$ cat src/rtl/irq_hs_pkg.sv
package irq_hs_pkg;

  typedef enum logic [1:0] {
    SEL_ACK  = 2'd0,
    SEL_EOI  = 2'd1,
    SEL_CPR  = 2'd2,
    SEL_NONE = 2'd3
  } regSel_e;

  // decoded register accesses, one-hot or zero
  typedef struct packed {
    logic ackRd;
    logic eoiWr;
    logic cprWr;
    logic cprRd;
  } hsStrobe_t;

endpackage

$ cat src/rtl/irq_hs_arb.sv
module irq_hs_arb #(
  parameter int NUM_SRC = 8,
  parameter int PRIO_W  = 4,
  localparam int IDX_W  = (NUM_SRC > 1) ? $clog2(NUM_SRC) : 1
) (
  input  logic [NUM_SRC-1:0]        pending,
  input  logic [NUM_SRC*PRIO_W-1:0] prioFlat,
  output logic                      winValid,
  output logic [IDX_W-1:0]          winIdx,
  output logic [PRIO_W-1:0]         winPrio
);

  logic [PRIO_W-1:0] prioArr [NUM_SRC];

  for (genvar g = 0; g < NUM_SRC; g++) begin : g_unpack
    assign prioArr[g] = prioFlat[g*PRIO_W +: PRIO_W];
  end

  // ascending scan with strict compare: lowest index wins a tie
  always_comb begin
    winValid = 1'b0;
    winIdx   = '0;
    winPrio  = '0;
    for (int i = 0; i < NUM_SRC; i++) begin
      if (pending[i] && (!winValid || (prioArr[i] > winPrio))) begin
        winValid = 1'b1;
        winIdx   = IDX_W'(i);
        winPrio  = prioArr[i];
      end
    end
  end

endmodule

$ cat src/rtl/irq_hs_ctrl.sv
module irq_hs_ctrl
  import irq_hs_pkg::*;
(
  input  logic [1:0] regSel,
  input  logic       regRd,
  input  logic       regWr,
  output hsStrobe_t  strb,
  output logic       pushValid,
  output logic       popReq
);

  logic rdOnly;
  assign rdOnly = regRd && !regWr;

  always_comb begin
    strb       = '0;
    strb.ackRd = rdOnly && (regSel == SEL_ACK);
    strb.cprRd = rdOnly && (regSel == SEL_CPR);
    strb.eoiWr = regWr  && (regSel == SEL_EOI);
    strb.cprWr = regWr  && (regSel == SEL_CPR);
  end

  assign pushValid = strb.ackRd;
  assign popReq    = strb.eoiWr;

endmodule

$ cat src/rtl/irq_hs_dp.sv
module irq_hs_dp
  import irq_hs_pkg::*;
#(
  parameter int PRIO_W = 4,
  parameter int IDX_W  = 3,
  parameter int DATA_W = 8
) (
  input  logic              clk,
  input  logic              rstN,
  input  hsStrobe_t         strb,
  input  logic              winValid,
  input  logic [IDX_W-1:0]  winIdx,
  input  logic [PRIO_W-1:0] winPrio,
  input  logic [PRIO_W-1:0] wrPrio,
  input  logic [PRIO_W-1:0] popData,
  output logic              irqOut,
  output logic [PRIO_W-1:0] curPrio,
  output logic [IDX_W-1:0]  vecIdx,
  output logic [DATA_W-1:0] rdata
);

  logic [PRIO_W-1:0] vecPrio;
  logic              irqNext;
  logic              irqRise;

  assign irqNext = winValid && (winPrio > curPrio) && !strb.ackRd;
  assign irqRise = irqNext && !irqOut;

  always_ff @(posedge clk or negedge rstN) begin
    if (!rstN) begin
      irqOut  <= 1'b0;
      vecIdx  <= '0;
      vecPrio <= '0;
    end else begin
      irqOut <= irqNext;
      if (irqRise) begin
        vecIdx  <= winIdx;
        vecPrio <= winPrio;
      end
    end
  end

  always_ff @(posedge clk or negedge rstN) begin
    if (!rstN) begin
      curPrio <= '0;
    end else if (strb.eoiWr) begin
      curPrio <= popData;
    end else if (strb.cprWr) begin
      curPrio <= wrPrio;
    end else if (strb.ackRd) begin
      curPrio <= vecPrio;
    end
  end

  always_ff @(posedge clk or negedge rstN) begin
    if (!rstN) begin
      rdata <= '0;
    end else if (strb.ackRd) begin
      rdata <= DATA_W'(vecIdx);
    end else if (strb.cprRd) begin
      rdata <= DATA_W'(curPrio);
    end
  end

endmodule

$ cat src/rtl/irq_prio_hs.sv
module irq_prio_hs
  import irq_hs_pkg::*;
#(
  parameter int NUM_SRC = 8,
  parameter int PRIO_W  = 4,
  parameter int DATA_W  = 8,
  localparam int IDX_W  = (NUM_SRC > 1) ? $clog2(NUM_SRC) : 1
) (
  input  logic                      clk,
  input  logic                      rstN,
  input  logic [NUM_SRC-1:0]        srcPending,
  input  logic [NUM_SRC*PRIO_W-1:0] srcPrio,
  input  logic [1:0]                regSel,
  input  logic                      regRd,
  input  logic                      regWr,
  input  logic [DATA_W-1:0]         regWdata,
  output logic [DATA_W-1:0]         regRdata,
  output logic                      irqOut,
  output logic                      pushValid,
  output logic [PRIO_W-1:0]         pushData,
  output logic                      popReq,
  input  logic [PRIO_W-1:0]         popData
);

  hsStrobe_t         strb;
  logic              winValid;
  logic [IDX_W-1:0]  winIdx;
  logic [PRIO_W-1:0] winPrio;
  logic [PRIO_W-1:0] curPrio;
  logic [IDX_W-1:0]  vecIdx;
  logic              unusedWdata;

  assign unusedWdata = ^regWdata[DATA_W-1:PRIO_W];

  irq_hs_arb #(.NUM_SRC(NUM_SRC), .PRIO_W(PRIO_W)) arb_i (
    .pending  (srcPending),
    .prioFlat (srcPrio),
    .winValid (winValid),
    .winIdx   (winIdx),
    .winPrio  (winPrio)
  );

  irq_hs_ctrl ctrl_i (
    .regSel    (regSel),
    .regRd     (regRd),
    .regWr     (regWr),
    .strb      (strb),
    .pushValid (pushValid),
    .popReq    (popReq)
  );

  irq_hs_dp #(.PRIO_W(PRIO_W), .IDX_W(IDX_W), .DATA_W(DATA_W)) dp_i (
    .clk      (clk),
    .rstN     (rstN),
    .strb     (strb),
    .winValid (winValid),
    .winIdx   (winIdx),
    .winPrio  (winPrio),
    .wrPrio   (regWdata[PRIO_W-1:0]),
    .popData  (popData),
    .irqOut   (irqOut),
    .curPrio  (curPrio),
    .vecIdx   (vecIdx),
    .rdata    (regRdata)
  );

  assign pushData = curPrio;

endmodule

$ cat config.mk
export PLATFORM = sky130hd
export DESIGN_NAME = irq_prio_hs
export DESIGN_NICKNAME = d
export VERILOG_FILES = /design/src/rtl/irq_hs_pkg.sv /design/src/rtl/irq_hs_arb.sv /design/src/rtl/irq_hs_ctrl.sv /design/src/rtl/irq_hs_dp.sv /design/src/rtl/irq_prio_hs.sv
export SDC_FILE = /design/constraint.sdc
export NUM_CORES = 1
export LEC_CHECK = 0
export BUFFER_PORTS_ARGS = -buffer_cell sky130_fd_sc_hd__buf_2
export CORE_MARGIN = 2
export CORE_UTILIZATION = 30
export CTS_BUF_LIST = sky130_fd_sc_hd__clkbuf_16
export DETAILED_ROUTE_END_ITERATION = 7
export MAX_ROUTING_LAYER = met4
export SLEW_MARGIN = 10
export SYNTH_ARGS = -nofsm -noshare
export SYNTH_HDL_FRONTEND = slang
export SYNTH_SLANG_ARGS = --single-unit
$ cat constraint.sdc
create_clock -name clk -period 4.5 [get_ports clk]
set_clock_uncertainty 0.15 [all_clocks]
set_input_delay 0.225 -clock clk [delete_from_list [all_inputs] [get_ports clk]]
set_output_delay 0.225 -clock clk [all_outputs]
set_load 0.01 [all_outputs]
==> results.json <==
{
  "status": "finished with violations",
  "violations": "negative setup slack",
  "holdWs_ns": 0.150,
  "syn_inst": 285,
  "synth-edff-count": 0,
  "synth.area.top_cells": "dfrtp_1, ha_1, o21ai_0",
  "viasPerCell": 5.02,
  "io_buffers": 64,
  "worstSetupPathType": "in2reg",
  "dieArea_um2": 8580,
  "grt_use_total_pct": 17.7,
  "numCtsBuffers": 3,
  "ios": 73,
  "cpPeakStageDelay_ns": 0.37,
  "rsz0062_at_grt": "true",
  "start_util_pct": 30.6,
  "netlist.area_leader.share_pct": 17.0,
  "worstSkewPairLatency_ns": 0.25,
  "ir_drop_v": 0.000206,
  "crit_top_cell": "ha_4",
  "cts_buffer_depth": 2,
  "cts_max_level": 1,
  "drt_iter0_drc": 45,
  "root_buffer": "clkbuf_16",
  "synth.distinct_cells": 61,
  "fin_crit_sh_pct": 238,
  "grt_overflow": 0,
  "grt_antenna_before_repair": 0,
  "power_density_nw_per_um2": 482,
  "worst_setup_path_end_kind": "flip-flop",
  "setup_slack_ns": -6.21,
  "syn-mean-instance-area_um2": 8.27,
  "intPower_mw": 1.22,
  "nNetsFinal": 541,
  "tightestPinTransition_ns": 0.905,
  "area_growth_pct": 76.6,
  "clockPowerShare_pct": 8.7,
  "combPwrFrac_pct": 78.7,
  "first_pass_iters": 4,
  "hold_viol_final": 0,
  "cap_violations": 0,
  "core_area_um2": 7690,
  "p_sw_share_pct": 39.2,
  "maxSlewViolCount": 0,
  "n_antenna_cell": 0,
  "dpl.hpwl_um": 5920,
  "async_reset_ff_share_pct": 100,
  "synth.ff_latch_count": 16,
  "critPathRequiredTime_ns": 4.49,
  "critPathSlowestCell": "a2111oi_4",
  "ys_seq_area_share_pct": 17.0,
  "die_w_um": 92.6,
  "rows": 32,
  "cts_num_sinks": 16,
  "p_sw_mw": 0.786,
  "arrival_ns": 10.70,
  "grt_max_degree": 21,
  "routabilityCongestion": 0.833,
  "clkTransAtPathRegs_ns": 0.05,
  "seq_power_share_pct": 12.6,
  "grt_pass1_wl_um": 12200,
  "n_fill_cell": 703,
  "yosysTopAreaCell": "dfrtp_1",
  "syn-cell-area_um2": 2360,
  "yosys.cell_count.top_type": "ha_1",
  "drive_gt1_share_pct": 58.3,
  "ys_dominant_reg_cell": "dfrtp_1",
  "p_leak_nw": 2.01,
  "cts_tree": "built",
  "hp-class": "in2reg",
  "fmax_mhz": 93.3,
  "ant_nets": 0,
  "drc": 0,
  "synth_common_cells": "ha_1, inv_1, o21ai_0, nor2_1, dfrtp_1",
  "yosysWarnings": 0,
  "period_needed_ns": 10.71,
  "avgRoutedWirePerCell_um": 13.9,
  "setup_viol": 8,
  "final_util_pct": 54.1,
  "routed_wirelength_um": 7700,
  "max-slew-margin-rel_pct": 39.5,
  "cp_max_fo": 7,
  "cp-start-kind": "input pin",
  "num_vias": 2775,
  "die_height_um": 92.6,
  "grt_pass1_vias": 2723
}
[power by group through the flow]
stage	clock (mW)	combinational, mW	sequential, mW
after global placement	0	1.23	0.250
after detailed placement	0	1.26	0.253
after CTS	0.178	1.43	0.251
after global routing	0.184	1.72	0.257
after floorplan	0	0.818	0.250
final	0.175	1.58	0.252
[flip-flops by register name, summed over array words and instances, names as in the netlist]
signal,cells
dp_i.irqOut,1
dp_i.curPrio,4
dp_i.rdata,4
dp_i.vecPrio,4
dp_i.vecIdx,3
[cells by family (layout without fill, tap and decap cells)]
| logic type | after synthesis | after routing | synth area share, % |
|---|---|---|---|
| compound gates | 106 | 106 | 34.5 |
| fa+ha+maj | 31 | 31 | 16.5 |
| buf+inv | 41 | 204 | 7.70 |
| flops | 16 | 16 | 17.0 |
| mux | 15 | 15 | 7.22 |
| other cells | 1 | 4 | 0.159 |
| simple gates | 75 | 75 | 17.0 |
[cell type report]
class / instances / area (um2) / area share (%)
multi-input combinational: 231 / 2280 / 54.8
timing repair buffer: 171 / 1170 / 28.0
sequential: 16 / 400 / 9.62
tap: 102 / 128 / 3.07
inverter: 29 / 109 / 2.62
clock buffer: 3 / 75.1 / 1.80
clock inverter: 1 / 3.75 / 0.0902
[cell usage in the layout (no fill, tap or decap), drive strengths merged, types with 2 or more instances in the layout]
cell type / count
inv: 29
mux2i: 5
mux2: 10
nand2b: 6
nand2: 11
o21ai: 27
a21o: 9
a31oi: 4
buf: 170
a2bb2oi: 2
a41oi: 2
nor3: 5
a311oi: 2
dfrtp: 16
o211ai: 13
nand3: 2
or2: 2
o31ai: 2
ha: 31
conb: 4
clkbuf: 3
nor2: 19
and2: 4
a211oi: 3
nand3b: 5
o21a: 5
nand4: 6
nor4: 2
nor2b: 9
a21oi: 14
o311ai: 6
a211o: 2
a22o: 3
o211a: 2
a32oi: 2
[worst max-delay path, delay by kind of cell]
family | cells | cell delay (ns)
buffers and inverters | 6 | 0.64
AO/OA/AOI/OAI | 26 | 4.54
adder cells (fa/ha/maj) | 8 | 1.92
multiplexers | 2 | 0.67
AND/OR/NAND/NOR | 19 | 2.69
[path summary, 6_finish.rpt]
path	endpoint	depth (start not counted)	startpoint	slack [ns]
min reg2reg	dp_i.vecIdx[0]$_DFFE_PN0P_	1	dp_i.vecIdx[0]$_DFFE_PN0P_	0.34
min in group asynchronous	dp_i.curPrio[3]$_DFFE_PN0P_	2	rstN	0.28
max reg2reg	dp_i.vecPrio[3]$_DFFE_PN0P_	10	dp_i.curPrio[1]$_DFFE_PN0P_	2.18
min	dp_i.vecPrio[0]$_DFFE_PN0P_	3	srcPrio[28]	0.15
max in group asynchronous	dp_i.curPrio[1]$_DFFE_PN0P_	2	rstN	3.65
max	dp_i.vecPrio[3]$_DFFE_PN0P_	61	srcPending[0]	-6.21
[per-stage QoR]
stage	setup WS [ns]	cells	TNS, ns	power, mW	area [um2]
CTS	-6.21	548	-48.87	1.86	3950
detailed placement	-6.65	531	-52.07	1.51	3620
floorplan	-6.38	288	-49.51	1.07	2590
finish	-6.21	553	-48.67	2.00	4160
global route	-6.77	553	-53.25	2.16	4160
global placement	-6.48	531	-50.76	1.48	3620
[metal layers]
layer  track usage [%]  vias up  routed length [um]  share of wire [%]
met3              1.30       14                 283                3.7
li1                  -     1406                   -                  -
met4              3.68        0                 125                1.6
met1              21.6     1286                3380                 44
met2              32.2       69                3910                 51
met5                 -        -                   0                  0
[timing repair]
action                     4_1_cts  5_1_grt
hold buffers                     1        0
setup buffers                   12        7
setup endpoints to repair        8        8
gates cloned                     0        0
gates resized for setup         28       34
hold endpoints to repair        16        0
pin swaps                       35       37
Power figures use the tool's default switching activity.
